`config.mk`:
```
export PLATFORM = sky130hd
export DESIGN_NAME = afio_port
export DESIGN_NICKNAME = d
export VERILOG_FILES = /design/src/rtl/afio_pkg.sv /design/src/rtl/afio_regs.sv /design/src/rtl/afio_in_sync.sv /design/src/rtl/afio_pin_decode.sv /design/src/rtl/afio_port.sv
export SDC_FILE = /design/constraint.sdc
export NUM_CORES = 1
export LEC_CHECK = 0
export BUFFER_PORTS_ARGS = -buffer_cell sky130_fd_sc_hd__buf_2
export CORE_MARGIN = 4
export CORE_UTILIZATION = 59
export CTS_BUF_LIST = sky130_fd_sc_hd__clkbuf_2
export DETAILED_ROUTE_END_ITERATION = 6
export PLACE_DENSITY = 0.87
export SETUP_SLACK_MARGIN = 0.05
export SLEW_MARGIN = 10
export SYNTH_ARGS = -nofsm -noshare
export SYNTH_HDL_FRONTEND = slang
export SYNTH_SLANG_ARGS = --single-unit
```
`constraint.sdc`:
```
create_clock -name clk -period 3.7 [get_ports clk]
set_input_delay 0.37 -clock clk [delete_from_list [all_inputs] [get_ports clk]]
set_output_delay 0.37 -clock clk [all_outputs]
set_load 0.01 [all_outputs]
```
`src/rtl/afio_pkg.sv`:
```
// Package: shared encodings for the alternate-function port controller.
// Assumes a 3-bit per-pin mode code assembled as {C2,C1,C0}.
package afio_pkg;

    typedef enum logic [2:0] {
        MODE_IN_PU  = 3'b000,
        MODE_IN_HZ  = 3'b001,
        MODE_PP     = 3'b010,
        MODE_OD     = 3'b011,
        MODE_BIDIR  = 3'b100,
        MODE_AF_PP  = 3'b101,
        MODE_AF_OD  = 3'b110,
        MODE_AF_ANA = 3'b111
    } pin_mode_e;

    localparam logic [1:0] ADDR_DATA = 2'd0;
    localparam logic [1:0] ADDR_CFG0 = 2'd1;
    localparam logic [1:0] ADDR_CFG1 = 2'd2;
    localparam logic [1:0] ADDR_CFG2 = 2'd3;

    // Per-pin pad control bundle
    typedef struct packed {
        logic out;
        logic oe;
        logic pu;
        logic ana;
    } pin_stat_t;

endpackage

```
`src/rtl/afio_regs.sv`:
```
// Module: register file holding the data register and three mode-bit registers.
// Assumes a single-cycle write strobe; reset state puts every pin in code 100.
module afio_regs #(
    parameter int WIDTH = 8
) (
    input  logic             clk,
    input  logic             rst_n,
    input  logic             wr_en,
    input  logic [1:0]       wr_addr,
    input  logic [WIDTH-1:0] wr_data,
    output logic [WIDTH-1:0] data_q,
    output logic [WIDTH-1:0] cfg0_q,
    output logic [WIDTH-1:0] cfg1_q,
    output logic [WIDTH-1:0] cfg2_q
);
    import afio_pkg::*;

    // Capture writes into the addressed register; reset to bidirectional pull-up
    always_ff @(posedge clk) begin
        if (!rst_n) begin
            data_q <= '1;
            cfg0_q <= '0;
            cfg1_q <= '0;
            cfg2_q <= '1;
        end else if (wr_en) begin
            unique case (wr_addr)
                ADDR_DATA: data_q <= wr_data;
                ADDR_CFG0: cfg0_q <= wr_data;
                ADDR_CFG1: cfg1_q <= wr_data;
                ADDR_CFG2: cfg2_q <= wr_data;
                default:   data_q <= data_q;
            endcase
        end
    end

endmodule

```
`src/rtl/afio_in_sync.sv`:
```
// Module: multi-stage synchronizer for the pin input read path.
// Assumes STAGES >= 2; each bit is synchronized independently.
module afio_in_sync #(
    parameter int WIDTH  = 8,
    parameter int STAGES = 2
) (
    input  logic             clk,
    input  logic             rst_n,
    input  logic [WIDTH-1:0] d,
    output logic [WIDTH-1:0] q
);
    logic [STAGES-1:0][WIDTH-1:0] chain_q;

    // Shift the asynchronous level through the flop chain
    always_ff @(posedge clk) begin
        if (!rst_n) begin
            chain_q <= '0;
        end else begin
            chain_q[0] <= d;
            for (int s = 1; s < STAGES; s++) begin
                chain_q[s] <= chain_q[s-1];
            end
        end
    end

    assign q = chain_q[STAGES-1];

endmodule

```
`src/rtl/afio_pin_decode.sv`:
```
// Module: combinational mode decode for one pin.
// Produces output value, drive enable, pull-up and analog flag from the mode
// code, the data bit and the AND of the peripheral outputs sharing the pin.
// Assumes idle peripherals hold their output at 1.
module afio_pin_decode #(
    parameter int NUM_AF    = 2,
    parameter bit ANALOG    = 1'b0,
    parameter bit PULLUP_EN = 1'b1
) (
    input  afio_pkg::pin_mode_e mode,
    input  logic                data_bit,
    input  logic [NUM_AF-1:0]   af_bits,
    output afio_pkg::pin_stat_t stat
);
    import afio_pkg::*;

    logic af_and;

    // Combine shared peripheral outputs by AND
    assign af_and = &af_bits;

    // Translate the mode code into pad controls
    always_comb begin
        stat.out = data_bit;
        stat.oe  = 1'b0;
        stat.pu  = 1'b0;
        stat.ana = 1'b0;
        unique case (mode)
            MODE_IN_PU: stat.pu = PULLUP_EN;
            MODE_IN_HZ: stat.pu = 1'b0;
            MODE_PP:    stat.oe = 1'b1;
            MODE_OD:    stat.oe = ~data_bit;
            MODE_BIDIR: begin
                stat.oe = ~data_bit;
                stat.pu = PULLUP_EN;
            end
            MODE_AF_PP: begin
                stat.out = af_and;
                stat.oe  = 1'b1;
            end
            MODE_AF_OD: begin
                stat.out = af_and;
                stat.oe  = ~af_and;
            end
            MODE_AF_ANA: begin
                if (ANALOG) begin
                    stat.out = 1'b1;
                    stat.oe  = 1'b0;
                    stat.ana = 1'b1;
                end else begin
                    stat.out = af_and;
                    stat.oe  = ~af_and;
                end
            end
            default: stat.oe = 1'b0;
        endcase
    end

endmodule

```
`src/rtl/afio_port.sv`:
```
// Module: top of the alternate-function port controller.
// Holds registers, decodes each pin's mode, registers the pad controls
// (frozen while sleep is high), returns the synchronized pin level on the
// read bus and the raw or looped-back level to peripheral inputs.
// Assumes af_out source k for pin i sits at bit k*WIDTH+i.
module afio_port #(
    parameter int               WIDTH       = 8,
    parameter int               NUM_AF      = 2,
    parameter int               SYNC_STAGES = 2,
    parameter logic [WIDTH-1:0] ANALOG_MASK = '0,
    parameter bit               PULLUP_EN   = 1'b1
) (
    input  logic                    clk,
    input  logic                    rst_n,
    input  logic                    sleep,
    input  logic                    bus_we,
    input  logic [1:0]              bus_addr,
    input  logic [WIDTH-1:0]        bus_wdata,
    output logic [WIDTH-1:0]        bus_rdata,
    input  logic [WIDTH-1:0]        pin_in,
    output logic [WIDTH-1:0]        pin_out,
    output logic [WIDTH-1:0]        pin_oe,
    output logic [WIDTH-1:0]        pin_pu,
    input  logic [NUM_AF*WIDTH-1:0] af_out,
    output logic [WIDTH-1:0]        af_in
);
    import afio_pkg::*;

    localparam int MODE_W = 3;

    logic [WIDTH-1:0]        data_q, cfg0_q, cfg1_q, cfg2_q;
    logic [WIDTH-1:0]        sync_q;
    logic [WIDTH-1:0]        ana_vec;
    logic [MODE_W*WIDTH-1:0] mode_flat;
    pin_stat_t               stat_d [WIDTH];
    pin_stat_t               stat_q [WIDTH];

    afio_regs #(.WIDTH(WIDTH)) u_regs (
        .clk     (clk),
        .rst_n   (rst_n),
        .wr_en   (bus_we),
        .wr_addr (bus_addr),
        .wr_data (bus_wdata),
        .data_q  (data_q),
        .cfg0_q  (cfg0_q),
        .cfg1_q  (cfg1_q),
        .cfg2_q  (cfg2_q)
    );

    afio_in_sync #(.WIDTH(WIDTH), .STAGES(SYNC_STAGES)) u_sync (
        .clk   (clk),
        .rst_n (rst_n),
        .d     (pin_in),
        .q     (sync_q)
    );

    for (genvar i = 0; i < WIDTH; i++) begin : g_pin
        logic [NUM_AF-1:0] af_bits;

        assign mode_flat[MODE_W*i +: MODE_W] = {cfg2_q[i], cfg1_q[i], cfg0_q[i]};

        for (genvar k = 0; k < NUM_AF; k++) begin : g_src
            assign af_bits[k] = af_out[k*WIDTH + i];
        end

        afio_pin_decode #(
            .NUM_AF    (NUM_AF),
            .ANALOG    (ANALOG_MASK[i]),
            .PULLUP_EN (PULLUP_EN)
        ) u_dec (
            .mode     (pin_mode_e'(mode_flat[MODE_W*i +: MODE_W])),
            .data_bit (data_q[i]),
            .af_bits  (af_bits),
            .stat     (stat_d[i])
        );

        // Register pad controls; hold them while the core sleeps
        always_ff @(posedge clk) begin
            if (!rst_n) begin
                stat_q[i] <= '{out: 1'b1, oe: 1'b0, pu: PULLUP_EN, ana: 1'b0};
            end else if (!sleep) begin
                stat_q[i] <= stat_d[i];
            end
        end

        assign pin_out[i] = stat_q[i].out;
        assign pin_oe[i]  = stat_q[i].oe;
        assign pin_pu[i]  = stat_q[i].pu;
        assign ana_vec[i] = stat_q[i].ana;
        // Pad level seen by peripherals: driven value when driving, else pad input
        assign af_in[i]   = ~stat_q[i].ana & (stat_q[i].oe ? stat_q[i].out : pin_in[i]);
    end

    // Select read data by address
    always_comb begin
        unique case (bus_addr)
            ADDR_DATA: bus_rdata = sync_q & ~ana_vec;
            ADDR_CFG0: bus_rdata = cfg0_q;
            ADDR_CFG1: bus_rdata = cfg1_q;
            ADDR_CFG2: bus_rdata = cfg2_q;
            default:   bus_rdata = '0;
        endcase
    end

endmodule

```
Word-level counts from Yosys, hierarchy flattened
Memory sizes are Yosys's and may differ from the RTL's. Index checks and enable logic that the tools add are counted.

Memories: 1. Flip-flop bits (word level): 48. Logic and storage cells: 206. Bits in writable memories: 24. Output and inout bits: 40.

Memories: stat_q (words 8, bits a word 3, rd ports 8, clocked after memory_dff 0, wr ports 8, line afio_port.sv:36) `pin_stat_t stat_q [WIDTH];`.

Equal/unequal tests: 51. Reductions and logical operators: 61. Multiplexer cells: 45. Bitwise operators: 42.

Operator list (number): 3-bit equality test (second input constant) (32); 2-bit OR reduction (32); 3-bit by 2-bit equality test with 1-bit output (second input constant) (16); 8-bit case mux with 4 select lines (1); 1-bit 2-to-1 mux (28); 3-bit zero test (8); 3-bit 2-to-1 mux (8); 1-bit case mux with 3 select lines (8); 2-bit AND reduction (12); 3-bit OR reduction (8); 1-bit inverter (16); 1-bit bitwise AND (8); 8-bit bitwise AND (1); 1-bit inverter (first input constant) (8); 8-bit inverter (first input constant) (1); 1-bit bitwise OR (8); 2-bit equality test (second input constant) (2); 2-bit by 1-bit equality test with 1-bit output (second input constant) (1); 2-bit zero test (1).

Logic depth before layout (Yosys ltp)
Gate-level depths: netlist of the first run.

Word-level depth: 4. Gate-level depth with buffers: 4.

Modules after synthesis
From an unflattened synthesis of the first run, not the netlist that was laid out.

Cells, all modules: 349. Area total of the unflattened synthesis: 3878.7 sq um.

Modules (own cells, without submodules): afio_port (cells each 103, sequential area each 960.9 sq um, times used 1, area each 1557.7 sq um); afio_regs (cells each 125, sequential area each 640.6 sq um, times used 1, area each 1283.7 sq um); afio_pin_decode (cells each 10, sequential area each 0.0 sq um, times used 8, area each 66.3 sq um); afio_in_sync (cells each 41, sequential area each 320.3 sq um, times used 1, area each 506.7 sq um).

Worst setup path after synthesis of the first run
No wires, ideal clock.

Kind: input to register. From: input rst_n. To: memory stat_q[0][0] (netlist bit), enable pin. Arrival: 1.279 ns. Path buffers: 2. Cell stages on the path: 3. Required time: 3.275 ns. Setup time: 0.425 ns. Slack: 1.996 ns. Cell sequence: buf_2 clkbuf_1 nand2_1.

RTL lines: from (decl) (line afio_port.sv:14) `input logic rst_n,`; to (decl) (line afio_port.sv:36).

Final worst setup path of the first run
From: register u_regs.cfg1_q[6]. To: output bus_rdata[6].

Cells in the longest elaborated chain, start to end: 1.

RTL lines: from (decl) (line afio_regs.sv:13) `output logic [WIDTH-1:0] cfg1_q,`; from (signal assigned) (line afio_regs.sv:29) `ADDR_CFG1: cfg1_q <= wr_data;`; 8-bit case mux with 4 select lines (line afio_port.sv:96) `unique case (bus_addr)`; to (decl) (line afio_port.sv:19) `output logic [WIDTH-1:0] bus_rdata,`.

Every way passes these cells.

==> results of run 1 <==
## how the worst max path moves through the flow
stage                      from           end  slack (ps)
2_1_floorplan             rst_n  stat_q[0][0]        2000
3_3_place_gp              rst_n  stat_q[1][3]        1450
3_5_place_dp              rst_n  stat_q[0][0]        1320
4_1_cts        u_regs.cfg1_q[6]  bus_rdata[6]        1700
5_1_grt        u_regs.cfg1_q[6]  bus_rdata[6]        1620
6_report       u_regs.cfg1_q[6]  bus_rdata[6]        1750
## report_power, final
group,leakage (nW),internal [mW],total [mW],switching (mW)
sequential,0.605,0.852,0.878,0.0265
combinational,0.792,0.0790,0.174,0.0953
clock,0.0708,0.156,0.406,0.250
## cell usage after synthesis (all sizes together)
cell type,instances
nand2,60
dfxtp,48
nand3,37
o21ai,32
edfxtp,24
and2,16
o211ai,12
buf,10
a21oi,8
mux2,8
mux4,8
nand4,8
nand2b,7
nor2,7
nand3b,6
clkbuf,4
and2b,1
and3,1
mux2i,1
nor3b,1
or3b,1
## routing by layer
| metal | wire length, um | part of all wire (%) |
|---|---|---|
| met4 | 86 | 1.3 |
| met1 | 2660 | 40 |
| met5 | 0 | 0 |
| met3 | 491 | 7.4 |
| met2 | 3430 | 51 |
## metrics by stage
step / setup WS, ps / cells / utilization, %
2_1_floorplan: 2000 / 300 / -
3_3_place_gp: 1450 / 431 / 70.9
3_5_place_dp: 1320 / 431 / 70.9
4_1_cts: 1700 / 447 / 73.0
5_1_grt: 1620 / 447 / 73.0
6_report: 1750 / 447 / 73.0
## final cells by class
type / instances / area (um2) / area share, %
multi-input combinational: 214 / 1300 / 36.5
sequential: 72 / 1680 / 47.2
clock buffer: 11 / 55.1 / 1.55
timing repair buffer: 78 / 393 / 11.0
tap: 67 / 83.8 / 2.35
clock inverter: 5 / 47.5 / 1.34
## kinds of logic after synthesis
family                 share of synthesized area (%)
multiplexers                                    9.52
AO/OA/AOI/OAI                                   9.48
flip-flops                                      54.9
AND/OR/NAND/NOR                                 23.4
buffers and inverters                           2.65
## layout by cell type, fill, tap and decap left out, types with 2 or more instances in the layout
cell,n
sky130_fd_sc_hd__buf_2,77
sky130_fd_sc_hd__nand2_1,60
sky130_fd_sc_hd__dfxtp_1,48
sky130_fd_sc_hd__nand3_1,37
sky130_fd_sc_hd__o21ai_0,32
sky130_fd_sc_hd__edfxtp_1,24
sky130_fd_sc_hd__and2_1,16
sky130_fd_sc_hd__o211ai_1,12
sky130_fd_sc_hd__clkbuf_2,11
sky130_fd_sc_hd__mux2_2,8
sky130_fd_sc_hd__a21oi_1,8
sky130_fd_sc_hd__nand4_1,8
sky130_fd_sc_hd__nand2b_1,7
sky130_fd_sc_hd__nor2_1,7
sky130_fd_sc_hd__nand3b_1,6
sky130_fd_sc_hd__mux4_2,5
sky130_fd_sc_hd__mux4_1,3
sky130_fd_sc_hd__clkinv_1,2
sky130_fd_sc_hd__clkinv_2,2
## sequential cells by signal, indices dropped and copies added, names as in the netlist
name            count
stat_q             24
u_regs.cfg0_q       8
u_regs.cfg1_q       8
u_regs.cfg2_q       8
u_regs.data_q       8
u_sync.chain_q      8
u_sync.q            8
## worst max-delay path, stage by stage (launching register included)
cell and delay, ps:
sky130_fd_sc_hd__dfxtp_1 390, sky130_fd_sc_hd__mux4_1 540, sky130_fd_sc_hd__buf_2 160
==> results by stage, run 1 <==
Route:
- The routed wire length is 6.66 mm.
- Once detail routing completed, the nets flagged for antenna violations numbered 0.
- The number of remaining DRC errors is 0.
- The iteration-0 DRC count of the detailed router is around 200.
- Summing over every cut layer, the via total after detailed routing is 2522.
- The first TritonRoute pass finished after 4 iterations.
- The mean routed wirelength per cell is 14.9 um.
- The via-per-instance ratio is around 5.6.

STA:
- The worst-case hold slack is slightly below 100 ps.
- The final clock period utilization by the worst path is a little over half.
- The final count of hold timing violations was 0.
- The worst slew margin relative to its limit is 29.5%.
- For the finished layout, the period the worst path requires is between 1500 and 2000 ps.
- The final max-slew violation count is 0.
- For this run, the top clock speed supported by timing is 0.514 GHz.
- At the pin with the least slew margin, the transition time is between 1000 and 1500 ps.
- The count of final setup violators is 0.
- Setup repair after global routing left no endpoint under its margin.
- The sum of negative setup slack is 0 ps.
- The clock skew is 12.2 ps.

Worst setup path:
- The worst reg2reg path endpoint is stat_q[0][8].
- The class of the most critical setup path is flip-flop to output pin.
- In this run the critical register-to-register path is launched from u_regs.cfg2_q[2].
- The critical path launch point type is a flip-flop.
- STA classifies the critical path endpoint as an output pin.
- The arrival time of the worst setup path is about 1600 ps.
- The required time of the critical path is roughly 3300 ps.
- For the worst flop-to-flop path, the logic depth is 3.
- The slack of the worst reg-to-reg path is roughly 2600 ps.
- The maximum net fanout on the critical path is 6.

Clock network:
- The maximum root-to-sink buffer count is 2.
- The number of gates resized after cts is 0.
- The CTS tree is yes.
- The clock-pin slew of the registers on the worst-case setup and hold paths is roughly 190 ps.
- The clock sink count is between 70 and 80.
- The insertion delay of the later-clocked pin in the worst-skew pair is 480 ps.
- In this run the post-CTS setup repair buffer count came out at 0.
- In this run the number of H-tree levels came out at 3.
- In this run, CTS created clock tree buffers numbering 9.
- The number of hold buffers added after cts is 0.
- The tree is rooted in a sky130_fd_sc_hd__clkbuf_2.

Power and ir drop:
- The total chip power is 1.46 mW.
- Across the VDD grid, the largest voltage drop is approximately 0.23 mV.
- The power density relative to cell area is around 410 nW/um2.
- The leakage power summed over all cells is around 1.5 nW.

Die:
- The horizontal die dimension is 80.1 um.
- The number of rows in the core area is 25.
- The area of the die is between 6000 and 7000 um2.
- The total area inside the core boundary comes to 4880 um2.
- In this run the vertical extent of the chip is ~80 um.
- between 70 and 80 I/O pins were placed.
- The initial utilization of the core area, before any placement, comes to 62.8%.

Synth:
- After synthesis, the cell types taking the most area are sky130_fd_sc_hd__dfxtp_1 (31%), sky130_fd_sc_hd__edfxtp_1 (24%), sky130_fd_sc_hd__nand2_1 (7.4%).
- The cell area after synthesis is roughly 3100 um2.
- Sequential cells were found to cover about 55% of the synthesized design area.
- The cell count after synthesis came out at 300.
- Synthesis instantiated 25 different standard cells from the library.
- Yosys printed 0 warnings.
- The number of synthesized register bits is 72.
- A synthesized cell averages about 10 um2.
- Summed over all instances, the cell type with the most area after synthesis is sky130_fd_sc_hd__dfxtp_1.
- The net count after synthesis is around 340.
- The area share of the largest cell type after synthesis is 31.4%.

Global routing:
- The wire length of the first global-routing pass is around 11 mm.
- The number of global-route vias before repair came to 2318.
- The global routing met3 resource utilization is between 7 and 8%.
- The met1 routing resource usage after global routing is 25.1%.
- The initial antenna violation count is 0.
- For met2 alone, demand over resource in global routing was a little under two fifths.
- After global routing the overflow that remains totals 0.
- Global routing used 21.8% of the available tracks.
- Entering global routing, the biggest net connects 32 pins.
- The layer flagged by global routing as most heavily used is met2.

Cells and area:
- The number of diodes is 0.
- From synthesis to final layout, the design area changed by 16.3%.
- The final-stage net count is between 400 and 500.
- With fillers left out, the area of the finished cells amounts to about 3600 um2.
- In the final layout, the share of cells above drive strength 1 is ~28%.
- The number of fill cells is 378.

Placed design:
- The routability congestion estimate is between 0.7 and 0.8.
- Detailed placement ended at an HPWL of around 4.7 mm.
- The count of input and output buffers is 77.
- Summing all placed instances gives a cell area of roughly 3500 um2.

Worst hold path:
- The number of cells on the worst hold path is 2.
- The startpoint identified for the worst hold timing path is pin_in[4].
- The min-delay analysis places its worst path in the category input port to flip-flop.
- The destination of the worst hold path is u_sync.chain_q[4].

Outcome:
- The flow ran to the end, and the final reports show no timing, DRC or antenna violations.

Flow run:
- The total of max-cap violations is 0.
Power figures use the tool's default switching activity.
==> run 2: changes to the inputs <==
Settings changed: ABC_AREA set to 1, CORE_UTILIZATION 59 to 55, PLACE_DENSITY 0.87 to 0.82.
Clock period 3.7 ns to 1.9 ns, I/O delays scaled along.
==> results by stage, run 2 <==
Global routing:
- The met1 routing resource usage after global routing came to 29.5% (+4.4 points).
- The met2 capacity usage during global routing is 39.9% (+2.6 points).
- The wire length of the first global-routing pass came to 13.6 mm (+29%).
- The number of global-route vias before repair is 2933 (+27%).
- The global routing met3 resource utilization is 6.89% (-0.62 points).
- The overall overflow remaining after global route was 0 (unchanged).
- The overall track demand over capacity in global routing is 23.8% (+2.0 points).
- The maximum number of pins on one net before global-route repair was 44 (+38%).
- In this run the most used layer during global routing was met2.
- The initial antenna violation count was 0 (unchanged).

Die:
- The horizontal die dimension is 85.0 um (+6.2%).
- The placeable core region was 5640 um2 (+16%).
- The area of the die is 7230 um2 (+13%).
- The number of rows in the core area came to 27 (+8.0%).
- The die outline height is 85.0 um (+6.2%).
- The initial standard-cell utilization of the core came to 57.8% (-4.9 points).
- The I/O pin count came to 78 (unchanged).

Placed design:
- The final HPWL from detailed placement is 5.54 mm (+18%).
- The routability congestion estimate is 0.834 (+5.4%).
- The setup slack at placement is 565 ps (-753 ps).
- The count of input and output buffers is 77 (unchanged).

Cells and area:
- The number of diodes was 0 (unchanged).
- The proportion of layout cells with a drive suffix above 1 is 22.1% (-6.1 points).
- The library cell used most frequently in the layout, excluding fill and tap cells, is sky130_fd_sc_hd__nand2_1.
- In the layout the commonest cells are sky130_fd_sc_hd__nand2_1 (142), sky130_fd_sc_hd__buf_2 (77), sky130_fd_sc_hd__inv_1 (56).
- The final-stage net count is 564 (+37%).
- The top register by number of flip-flops is stat_q.
- Compared with the post-synthesis result, the final layout area differs by 22.7%.
- The flip-flop count of the largest register, all copies and words added is 24 (unchanged).

Power and ir drop:
- The worst voltage drop across the vdd grid came to 0.454 mV (+97%).
- The leakage power summed over all cells was 1.99 nW (+36%).
- The power density relative to cell area is 714 nW/um2 (+74%).

STA:
- The worst-case hold slack is 34.0 ps (-62.1 ps).
- The transition time at the pin with the least slew margin is 430 ps (-625 ps).
- The count of final setup violators is 0 (unchanged).
- Setup repair after global routing left no endpoint under its margin.
- The clock period minus worst slack is around 1600 ps.
- The worst slew margin relative to its limit was 71.4% (+42 points).
- The final count of hold timing violations came to 0 (unchanged).
- The clock skew is 14.0 ps (+1.82 ps).
- The final clock period utilization by the worst path is 82.4%.
- The worst setup slack after layout was 335 ps (-1420 ps).
- The sum of negative setup slack is 0 ps (unchanged).
- Static timing analysis puts the maximum clock frequency at between 0.6 and 0.7 GHz.
- The final max-slew violation count came to 0 (unchanged).

Worst setup path:
- STA classifies the critical path startpoint as a flip-flop.
- The kind of end point of the critical path is an output pin.
- The arrival time of the worst setup path came to 1380 ps (-200 ps).
- The maximum net fanout on the critical path was 2 (-4).
- The critical path is of the flip-flop to output pin type.
- The required time of the critical path came to 1710 ps (-1620 ps).

Synth:
- The net count after synthesis is 459 (+36%).
- Counting instances in the post-synthesis netlist gives the leading cell types as sky130_fd_sc_hd__nand2_1 (142), sky130_fd_sc_hd__inv_1 (56), sky130_fd_sc_hd__dfxtp_1 (48).
- The count of synthesis-stage warnings from yosys is 0 (unchanged).
- The cell area after synthesis is 3260 um2 (+6.5%).
- The area share of the largest cell type after synthesis was 29.4% (-1.9 points).
- The synthesized instance count is 421 (+40%).
- In the synthesized netlist the dominant register cell turns out to be sky130_fd_sc_hd__dfxtp_1.
- The number of flops mapped to enable cells by yosys is 24 (unchanged).
- Ranked by total cell area, the synthesized netlist is headed by sky130_fd_sc_hd__dfxtp_1 (29%), sky130_fd_sc_hd__edfxtp_1 (22%), sky130_fd_sc_hd__nand2_1 (16%).
- The number of distinct library cells after synthesis is 21 (-16%).
- The proportion of synthesized flip-flops having asynchronous set or reset is 0% (unchanged).
- The mean post-synth cell area is 7.75 um2 (-24%).
- The library cell occupying the most area in the post-synthesis netlist is sky130_fd_sc_hd__dfxtp_1.
- The number of synthesized register bits was 72 (unchanged).
- The most repeated cell in the gate-level netlist after synthesis is sky130_fd_sc_hd__nand2_1.
- The sequential element share of the synthesized area is 51.5% (-3.4 points).

Clock network:
- The clock sink count is 72 (unchanged).
- The CTS tree is yes.
- The maximum level of the CTS H-tree came to 3 (unchanged).
- The clock-pin slew of the registers on the worst-case setup and hold paths is 180 ps (about the same).
- The TritonCTS buffer count is 9 (unchanged).
- The insertion delay of the later-clocked pin in the worst-skew pair is 500 ps (+20 ps).
- The number of gates resized after cts was 0 (unchanged).
- The maximum root-to-sink buffer count is 2 (unchanged).
- The number of hold buffers added after cts is 18 (+18).
- The number of post-CTS setup repair buffers came to 0 (unchanged).
- The cell sitting at the root of the clock tree is a sky130_fd_sc_hd__clkbuf_2.

Route:
- The first-pass detailed-route iteration total came to 5 (+1).
- The mean routed wirelength per cell is 13.7 um (-8.1%).
- The number of remaining DRC errors was 0 (unchanged).
- The antenna violation net count after detailed routing is 0 (unchanged).
- The iteration-0 DRC count of the detailed router is 253 (+28%).
- The vias after detailed routing came to 3104 (+23%).
- The via-per-instance ratio is 5.16 (-8.6%).
- The routed wire length is 8.25 mm (+24%).

Outcome:
- The run finished with clean final reports.

Worst hold path:
- The worst min-delay path category is input port to flip-flop.

Flow run:
- The total of max-cap violations is 0 (unchanged).
## run 2: logic make-up after synthesis
logic type	Yosys count	synth area share [%]
muxes	8	2.76
and+or+nand+nor	223	29.4
buffers and inverters	69	8.36
AOI/OAI and AO/OA	49	7.98
DFF	72	51.5
## run 2: area by class of cell
cell class / count / area, um2
flip-flops and latches: 72 / 1680
fillers: 471 / 1640
multi-input cells: 280 / 1310
repair buffers: 101 / 618
inverters: 62 / 233
well taps: 72 / 90.1
clock buffers: 13 / 65.1
clock inverters: 2 / 8.76
## run 2: layer usage
| layer | up-vias | wire length, um |
|---|---|---|
| li1 | 1555 | - |
| met1 | 1409 | 3330 |
| met2 | 130 | 4110 |
| met3 | 10 | 716 |
| met4 | 0 | 95 |
| met5 | - | 0 |
## run 2: worst max-delay path: stages, from the launching register on
cell and delay (ps):
sky130_fd_sc_hd__edfxtp_1 410, sky130_fd_sc_hd__mux2_2 340, sky130_fd_sc_hd__buf_2 140
## run 2: through the flow
stage	utilization (%)	cells	area, um2	power, mW
finish	71.0	602	4010	2.86
global route	71.0	602	4010	3.00
CTS	70.5	599	3980	2.87
detailed placement	66.0	566	3720	2.17
global placement	66.0	566	3720	2.16
floorplan	-	421	3260	2.00
## run 2: path summary, 6_finish.rpt
path / startpoint / end / slack [ps] / cells past startpoint
max: stat_q[1][4] / af_in[5] / 330 / 2
min: af_out[10] / stat_q[0][8] / 30 / 3
max reg2reg: u_regs.cfg0_q[6] / stat_q[1][8] / 760 / 5
min reg2reg: u_sync.chain_q[6] / u_sync.q[6] / 420 / 2
## run 2: power breakdown
group / internal [mW] / leakage [nW] / switching [mW]
combinational: 0.187 / 1.32 / 0.264
sequential: 1.67 / 0.609 / 0.0595
clock: 0.182 / 0.0595 / 0.499
total: 2.04 / 1.99 / 0.822
==> run 3: changes to the inputs <==
Clock period 1.9 ns to 1.62 ns, I/O delays scaled along.
==> results by stage, run 3 (synthesis gave the netlist of run 2 again) <==
STA:
- The transition time at the pin with the least slew margin is 405 ps (-24.2 ps).
- The final count of hold timing violations was 0 (unchanged).
- Timing would allow up to 0.632 GHz.
- The worst setup slack after layout is 38.3 ps (-296 ps).
- The count of final setup violators is 0 (unchanged).
- The final clock period utilization by the worst path is a little over nine tenths.
- The clock skew came to 22.2 ps (+8.18 ps).
- The clock period minus worst slack is roughly 1600 ps.
- Setup repair after global routing could not meet its margin everywhere.
- The worst slew margin relative to its limit is 72.9% (+1.6 points).
- The final max-slew violation count is 0 (unchanged).

Placed design:
- The count of input and output buffers is 77 (unchanged).
- The setup slack at placement came to 333 ps (-233 ps).
- The routability congestion estimate is 0.824 (-1.1%).
- The cell count after placement is 567 (+0.18%).
- The final HPWL from detailed placement came to 5.49 mm (-0.93%).

Global routing:
- The wire length of the first global-routing pass is 13.5 mm (-0.86%).
- The number of global-route vias before repair is 2882 (-1.7%).
- The overall track demand over capacity in global routing is 23.4% (-0.35 points).
- The initial antenna violation count is 0 (unchanged).
- The maximum number of pins on one net before global-route repair came to 35 (-20%).
- The overall overflow remaining after global route is 0 (unchanged).

Die:
- The initial standard-cell utilization of the core is 57.8% (unchanged).
- The placeable core region was 5640 um2 (unchanged).
- The die outline height is 85.0 um (unchanged).
- The I/O pin count is 78 (unchanged).
- The horizontal die dimension was 85.0 um (unchanged).
- The area of the die is 7230 um2 (unchanged).
- The number of rows in the core area is 27 (unchanged).

Power and ir drop:
- The worst voltage drop across the vdd grid is 0.567 mV (+25%).
- The leakage power summed over all cells is 2.08 nW (+4.4%).
- The power density relative to cell area is 913 nW/um2 (+28%).

Clock network:
- The maximum level of the CTS H-tree came to 3 (unchanged).
- CTS placed an instance of sky130_fd_sc_hd__clkbuf_2 at the clock tree root.
- TritonCTS built the clock tree.
- The TritonCTS buffer count came to 9 (unchanged).
- The maximum root-to-sink buffer count came to 2 (unchanged).
- The clock-pin slew of the registers on the worst-case setup and hold paths was 190 ps (about the same).
- The clock sink count is 72 (unchanged).
- The insertion delay of the later-clocked pin in the worst-skew pair is 510 ps (about the same).

Worst setup path:
- The number of buffer and inverter instances along the worst setup path was 1 (unchanged).
- The class of the most critical setup path is flip-flop to output pin.
- The worst reg-to-reg path cell count is 5 (unchanged).
- The logic depth of the worst setup path including buffers is 2 (unchanged).
- The arrival time of the worst setup path is 1420 ps (+40 ps).
- The signal on the critical path passes through mux2_4 > buf_6.
- The top cell family by delay on the critical path is flip-flops.
- The worst setup path is captured at an output pin.
- The cell type of the slowest stage on the worst timing path is sky130_fd_sc_hd__edfxtp_1.
- The required time of the critical path is 1460 ps (-250 ps).
- The maximum net fanout on the critical path is 2 (unchanged).
- The largest incremental delay on the critical path was 470 ps (+60 ps).
- The critical path launch point type is a flip-flop.

Cells and area:
- The final-stage net count is 575 (+2.0%).
- Leaving out fill and tap cells, the most frequent cell in the layout is sky130_fd_sc_hd__nand2_1.
- The top register by number of flip-flops is stat_q.
- The final standard cell count with taps included and fillers excluded is 614 (+2.0%).
- The flip-flop count of the largest register, all copies and words added was 24 (unchanged).
- The post-route core utilization is 75.4% (+4.5 points).
- The number of diodes came to 0 (unchanged).
- From synthesis to final layout, the design area changed by 30.4%.
- The proportion of layout cells with a drive suffix above 1 was 23.1% (+0.99 points).
- In the layout the commonest cells are sky130_fd_sc_hd__nand2_1 (142), sky130_fd_sc_hd__buf_2 (69), sky130_fd_sc_hd__inv_1 (56).

Route:
- The first-pass detailed-route iteration total is 5 (unchanged).
- The vias after detailed routing is 3195 (+2.9%).
- The number of remaining DRC errors came to 0 (unchanged).
- The via-per-instance ratio is 5.20 (+0.92%).
- The routed wire length was 8.34 mm (+1.1%).
- The iteration-0 DRC count of the detailed router is 351 (+39%).
- The antenna violation net count after detailed routing is 0 (unchanged).
- The mean routed wirelength per cell is 13.6 um (-0.84%).

Outcome:
- The flow ran to the end, and the final reports show no timing, DRC or antenna violations.

Worst hold path:
- The number of cells on the worst hold path was 3 (unchanged).
- The worst hold path belongs to the class input port to flip-flop.

Flow run:
- The total of max-cap violations is 0 (unchanged).
-- run 3: changes by cell type in the layout (fill, tap and decap cells not counted), moves of 2 or more --
cell and change:
sky130_fd_sc_hd__mux2_4 +2, sky130_fd_sc_hd__bufinv_16 +3, sky130_fd_sc_hd__mux2_2 -2, sky130_fd_sc_hd__dlygate4sd3_1 +9, sky130_fd_sc_hd__buf_2 -8, sky130_fd_sc_hd__clkbuf_2 -4, sky130_fd_sc_hd__dfxtp_2 +6, sky130_fd_sc_hd__buf_4 +2
sky130_fd_sc_hd__dfxtp_1 -6, sky130_fd_sc_hd__buf_6 +8
-- run 3: final timing paths --
| path | slack, ps | to | startpoint |
|---|---|---|---|
| worst max-delay path | 40 | af_in[3] | stat_q[0][10] |
| worst min-delay path | 50 | stat_q[0][9] | sleep |
| worst max register to register | 150 | stat_q[1][8] | u_regs.cfg1_q[6] |
| worst min register to register | 410 | u_sync.q[6] | u_sync.chain_q[6] |
-- run 3: through the flow --
stage	power (mW)	instance area, um2	setup TNS, ps	hold WS, ps
after global placement	2.53	3730	0	354
final	3.89	4260	0	47.9
after floorplan	2.34	3260	0	260
after global routing	4.07	4260	-80.6	0.913
after detailed placement	2.55	3730	0	365
after CTS	3.86	4140	0	0.537
-- run 3: metal layers --
metal,vias up,routed length [um],global-route usage [%]
li1,1582,-,-
met1,1442,3430,31.3
met2,153,4010,37.1
met3,18,745,6.12
met4,0,155,7.63
met5,-,0,0
-- run 3: cell type report --
type	count	area, um2
Multi-Input combinational cell	280	1320
Timing Repair Buffer	112	773
Fill cell	405	1390
Tap cell	72	90.1
Clock inverter	7	110
Clock buffer	9	45.0
Inverter	62	233
Sequential cell	72	1690
-- run 3: worst min-delay path, delay by kind of cell --
| kind | cells | cell delay [ps] |
|---|---|---|
| simple gates | 2 | 140 |
| buf+inv | 1 | 150 |
-- run 3: power breakdown --
group	internal, mW	total [mW]	switching [mW]
clock	0.652	1.28	0.629
combinational	0.258	0.574	0.317
sequential	1.96	2.03	0.0712
-- run 3: what timing repair did --
item | 4_1_cts | 5_1_grt
endpoints found under the hold margin | 43 | 3
gates cloned | 0 | 0
buffers inserted | 0 | 1
endpoints found under the setup margin | 2 | 12
hold buffers | 24 | 6
gates resized for setup | 2 | 14
